`src/rtl/scb_irq_pkg.sv`:
```
package scb_irq_pkg;

    localparam int BYTE_W      = 8;
    localparam int SRC_LO      = 4;                 // lowest maskable status bit
    localparam int SRC_N       = BYTE_W - SRC_LO;   // number of maskable sources
    localparam int SWI_STAT    = 2;                 // status bit mirrored by software request
    localparam logic [BYTE_W-1:0] EVT_ACCEPT = 8'b1111_1001;
    localparam logic [BYTE_W-1:0] STAT_IMPL  = EVT_ACCEPT | (8'b1 << SWI_STAT);

    typedef struct packed {
        logic [SRC_N-1:0] src_mask;   // bits 7..4
        logic [1:0]       aux_mask;   // bits 3..2, stored only
        logic             swi;        // bit 1
        logic             gmask;      // bit 0
    } ctl_t;

    typedef enum logic [1:0] {
        ARB_MASKED = 2'd0,
        ARB_SOFT   = 2'd1,
        ARB_HW     = 2'd2
    } arb_sel_e;

    function automatic arb_sel_e arb_select(input logic gmask, input logic swi);
        if (gmask)    return ARB_MASKED;
        else if (swi) return ARB_SOFT;
        else          return ARB_HW;
    endfunction

    function automatic logic hw_pending(input logic [BYTE_W-1:0] st,
                                        input logic [SRC_N-1:0] msk);
        return |(st[BYTE_W-1:SRC_LO] & ~msk);
    endfunction

endpackage

```
`src/rtl/scb_stat_reg.sv`:
```
module scb_stat_reg
    import scb_irq_pkg::*;
(
    input  logic              clk,
    input  logic              rst,
    input  logic [BYTE_W-1:0] set_vec,
    input  logic [BYTE_W-1:0] clr_vec,
    output logic [BYTE_W-1:0] stat_o
);
    for (genvar b = 0; b < BYTE_W; b++) begin : g_bit
        if (STAT_IMPL[b]) begin : g_live
            logic bit_q;
            always_ff @(posedge clk) begin
                if (rst)             bit_q <= 1'b0;
                else if (set_vec[b]) bit_q <= 1'b1;
                else if (clr_vec[b]) bit_q <= 1'b0;
            end
            assign stat_o[b] = bit_q;
        end else begin : g_tied
            assign stat_o[b] = 1'b0;
        end
    end
endmodule

```
`src/rtl/scb_ctl_reg.sv`:
```
module scb_ctl_reg
    import scb_irq_pkg::*;
(
    input  logic              clk,
    input  logic              rst,
    input  logic              we,
    input  logic [BYTE_W-1:0] wdata,
    output ctl_t              ctl_o,
    output logic              swi_set_o
);
    ctl_t ctl_q;
    ctl_t wr_view;

    assign wr_view = ctl_t'(wdata);

    always_ff @(posedge clk) begin
        if (rst)     ctl_q <= '0;
        else if (we) ctl_q <= wr_view;
    end

    assign ctl_o     = ctl_q;
    assign swi_set_o = we & wr_view.swi;
endmodule

```
`src/rtl/scb_irq_arb.sv`:
```
module scb_irq_arb
    import scb_irq_pkg::*;
(
    input  logic              clk,
    input  logic              rst,
    input  ctl_t              ctl,
    input  logic [BYTE_W-1:0] stat,
    output logic              irq_o
);
    arb_sel_e sel;
    logic     irq_d;
    logic     irq_q;

    always_comb begin
        sel = arb_select(ctl.gmask, ctl.swi);
        unique case (sel)
            ARB_MASKED: irq_d = 1'b0;
            ARB_SOFT:   irq_d = 1'b1;
            ARB_HW:     irq_d = hw_pending(stat, ctl.src_mask);
            default:    irq_d = 1'b0;
        endcase
    end

    always_ff @(posedge clk) begin
        if (rst) irq_q <= 1'b0;
        else     irq_q <= irq_d;
    end

    assign irq_o = irq_q;
endmodule

```
`src/rtl/scb_irq_ctrl.sv`:
```
module scb_irq_ctrl
    import scb_irq_pkg::*;
(
    input  logic              clk,
    input  logic              rst,
    input  logic [BYTE_W-1:0] event_i,
    input  logic              ack_we,
    input  logic [BYTE_W-1:0] ack_data,
    input  logic              ctl_we,
    input  logic [BYTE_W-1:0] ctl_data,
    output logic [BYTE_W-1:0] status_o,
    output logic [BYTE_W-1:0] ctl_o,
    output logic              irq_o
);
    ctl_t              ctl_w;
    logic              swi_set;
    logic [BYTE_W-1:0] set_vec;
    logic [BYTE_W-1:0] clr_vec;
    logic [BYTE_W-1:0] stat_w;

    scb_ctl_reg u_ctl (
        .clk       (clk),
        .rst       (rst),
        .we        (ctl_we),
        .wdata     (ctl_data),
        .ctl_o     (ctl_w),
        .swi_set_o (swi_set)
    );

    assign set_vec = (event_i & EVT_ACCEPT) | ({{(BYTE_W-1){1'b0}}, swi_set} << SWI_STAT);
    assign clr_vec = ack_we ? ack_data : '0;

    scb_stat_reg u_stat (
        .clk     (clk),
        .rst     (rst),
        .set_vec (set_vec),
        .clr_vec (clr_vec),
        .stat_o  (stat_w)
    );

    scb_irq_arb u_arb (
        .clk   (clk),
        .rst   (rst),
        .ctl   (ctl_w),
        .stat  (stat_w),
        .irq_o (irq_o)
    );

    assign status_o = stat_w;
    assign ctl_o    = ctl_w;
endmodule

```
`config.mk`:
```
export PLATFORM = sky130hd
export DESIGN_NAME = scb_irq_ctrl
export DESIGN_NICKNAME = d
export VERILOG_FILES = /design/src/rtl/scb_irq_pkg.sv /design/src/rtl/scb_stat_reg.sv /design/src/rtl/scb_ctl_reg.sv /design/src/rtl/scb_irq_arb.sv /design/src/rtl/scb_irq_ctrl.sv
export SDC_FILE = /design/constraint.sdc
export NUM_CORES = 1
export LEC_CHECK = 0
export BUFFER_PORTS_ARGS = -buffer_cell sky130_fd_sc_hd__buf_2
export CAP_MARGIN = 20
export CORE_MARGIN = 2
export CORE_UTILIZATION = 28
export DETAILED_ROUTE_END_ITERATION = 8
export PLACE_DENSITY = 0.64
export SETUP_SLACK_MARGIN = 0.02
export SYNTH_ARGS = -nofsm -noshare
export SYNTH_HDL_FRONTEND = slang
export SYNTH_SLANG_ARGS = --single-unit
export TNS_END_PERCENT = 100
```
`constraint.sdc`:
```
create_clock -name clk -period 1 [get_ports clk]
set_input_delay 0.2 -clock clk [delete_from_list [all_inputs] [get_ports clk]]
set_output_delay 0.2 -clock clk [all_outputs]
set_load 0.03 [all_outputs]
```
==> results.txt <==
Count of final setup violators: 0
DR vias: 600
Pre-antenna DRT Iters: 6
Worst R2R Setup Slack: 70 ps
Crit. End Element: output port
Setup TNS: 0 ps
Post-DR wirelength/cell: 10.54 um
Primary FF master, synth: dfxtp_1
Area post-placement: 802.0 um2
DRT antenna net count: 0
N_diodes: 0
Gpl congestion: 0.6487
Final Cell Area: 968.4 um2
CTS HTree Levels: 1
Crit-path leading delay family: flip-flops
Total track usage: 12.07%
Buffers & Inverters on Critical Path: 1
Async set-reset flop share out of synthesis: 0%
CP Data Arrival Time: 780 ps
Via density: 4.380
CTS Buffer Depth: 2
Tcrit/Tclk final: 98.04%
CTS sink cnt: 16
Commonest cells in the netlist: dfxtp_1 (16), nor2_1 (13), buf_4 (10)
Die height: 51.79 um
Inserted Clock Buffers: 3
CTS clock-pin slew for the worst setup and hold paths: 80 ps
Reg2reg path depth: 3
Register Area: 344.1 um2
Final wirelength: 1444 um
Die area: 2682 um2
Leak Pwr: 0.4747 nW
Worst-Skew Late Latency: 290 ps
Root Driver: clkbuf_4
Total power: 0.001397 W
Critical path endpoint: ctl_o[7]
Die extent in x: 51.79 um
Syn Inst Count: 73
1st-iter DRT viols: 3
Critical path fanouts, max: 3
RSZ-0062 raised after global routing: yes
Area Growth Syn to Fin: 51.47%
Area of the multi-input gates: 225.2 um2
Status: complete, no violations
Seq cells post-synth: 16
Initial core utilization: 29.18%
Critical Path Stages: 1
Hold Crit Class: in -> reg
Sequential fraction of the synthesis area: 50.10%
Max incr delay on CP: 360 ps
Pins Over Slew Limit: 0
Global-route wire length before repair: 2373 um
Crit Path Class: reg -> out
Ys Warns: 0
Final hold vios: 0
Syn Std Cell Area: 639.4 um2
Max VDD drop: 0.4676 mV
Mean area per synthesized cell: 8.758 um2
I/O pins: 45
Slowest-stage cell, CP: dfxtp_4
CP Launch Point: u_ctl.ctl_o[7]$_SDFFE_PP0P_
Largest area contributor in the netlist: dfxtp_1
CP required: 800 ps
Worst path cell trace: buf_6
Setup Skew: 3.870 ps
DRC Markers: 0
Global route total overflow: 0
Port Buf Inserts: 40
Tmin final: 980.4 ps
Synth top area share: 50.10%
Filler instances: 221
Cell Pwr Density: 1443 nW/um2
Initial antenna violation count: 0
Share of cells above drive strength 1: 56.88%
Reg2Reg Launch Point: u_ctl.ctl_o[6]$_SDFFE_PP0P_
Fmax: 1020 MHz
TritonCTS clock tree: done
Count leader, synth: dfxtp_1
Number of enable flip-flop cells after synthesis: 0
Row count: 17
Largest net degree at the start of global routing: 17
Type of origin of the critical path: register
CORE AREA: 2191 um2
Distinct cell type count of the synthesized netlist: 12
Post-Syn Nets: 101
Vias in the first global route: 575
Synth area leaders: dfxtp_1 (50%), buf_4 (12%), mux2i_1 (11%), nor2_1 (7.6%), a21oi_1 (7.0%)
Post-layout net count: 138
FF-to-FF End: u_arb.irq_o$_SDFF_PP0_
Maxcap violations: 0
metal layers:
metal | GRT usage, % | vias up | wire (um)
met5 | 0 | - | 0
met4 | 6.579 | 0 | 25
met3 | 2.874 | 5 | 100
met2 | 20.09 | 27 | 689
met1 | 14.21 | 268 | 628
li1 | - | 300 | -
worst min path at each step:
stage | startpoint | endpoint | slack [ps] | cells past startpoint
after floorplan | event_i[0] | u_stat.g_bit[0].g_live.bit_q$_SDFFE_PP0P_ | 320 | 2
after global placement | event_i[0] | u_stat.g_bit[0].g_live.bit_q$_SDFFE_PP0P_ | 410 | 3
after detailed placement | event_i[6] | u_stat.g_bit[6].g_live.bit_q$_SDFFE_PP0P_ | 420 | 3
after CTS | event_i[6] | u_stat.g_bit[6].g_live.bit_q$_SDFFE_PP0P_ | 110 | 3
after global routing | event_i[4] | u_stat.g_bit[4].g_live.bit_q$_SDFFE_PP0P_ | 120 | 3
final | event_i[0] | u_stat.g_bit[0].g_live.bit_q$_SDFFE_PP0P_ | 120 | 3
cell families after synthesis:
kind of cell	count (synthesis)	share of synthesized area, %
and+or+nand+nor	23	13.90
buffers and inverters	15	14.68
other	1	0.5865
AOI/OAI and AO/OA	11	9.785
muxes	7	10.96
DFF	16	50.10
power breakdown:
part / internal, W / switching (W)
logic: 0.000156 / 0.000170
registers: 0.000685 / 0.0000333
clock network: 0.000155 / 0.000198
total: 0.000996 / 0.000401
what timing repair did:
item,CTS,global route
resized for setup,43,3
hold buffers,0,0
setup endpoints to repair,17,17
pin swaps,2,2
setup buffers,0,3
cell usage in the layout, fill, tap and decap left out:
cell	n
buf_2	24
buf_6	16
nor2_1	13
dfxtp_2	13
nand2_1	9
a21oi_1	9
mux2i_1	7
inv_1	3
clkbuf_4	3
buf_4	3
dfxtp_4	2
nand2b_1	1
inv_2	1
a222oi_1	1
a211oi_1	1
conb_1	1
clkbuf_1	1
dfxtp_1	1
metrics by stage:
step | hold slack (ps) | worst slack, ps | util, % | instances
after floorplan | 317.4 | 21.99 | - | 73
after global placement | 408.4 | 49.54 | 36.61 | 130
after detailed placement | 416.3 | 21.24 | 36.61 | 130
after CTS | 113.4 | 3.171 | 42.89 | 134
after global routing | 124.1 | -27.97 | 44.20 | 137
final | 117.0 | 19.64 | 44.20 | 137
registers in the layout, indices dropped and copies added (netlist names):
register                   count
u_arb.irq_o                    1
u_ctl.ctl_o                    8
u_stat.g_bit.g_live.bit_q      7
layout make-up:
cell class | instances | area share, %
well taps | 28 | 3.618
flip-flops and latches | 16 | 35.53
inverters | 4 | 1.550
multi-input cells | 42 | 23.26
repair buffers | 43 | 33.33
clock buffers | 4 | 2.713
No activity file was read; power rests on OpenSTA's default activity.
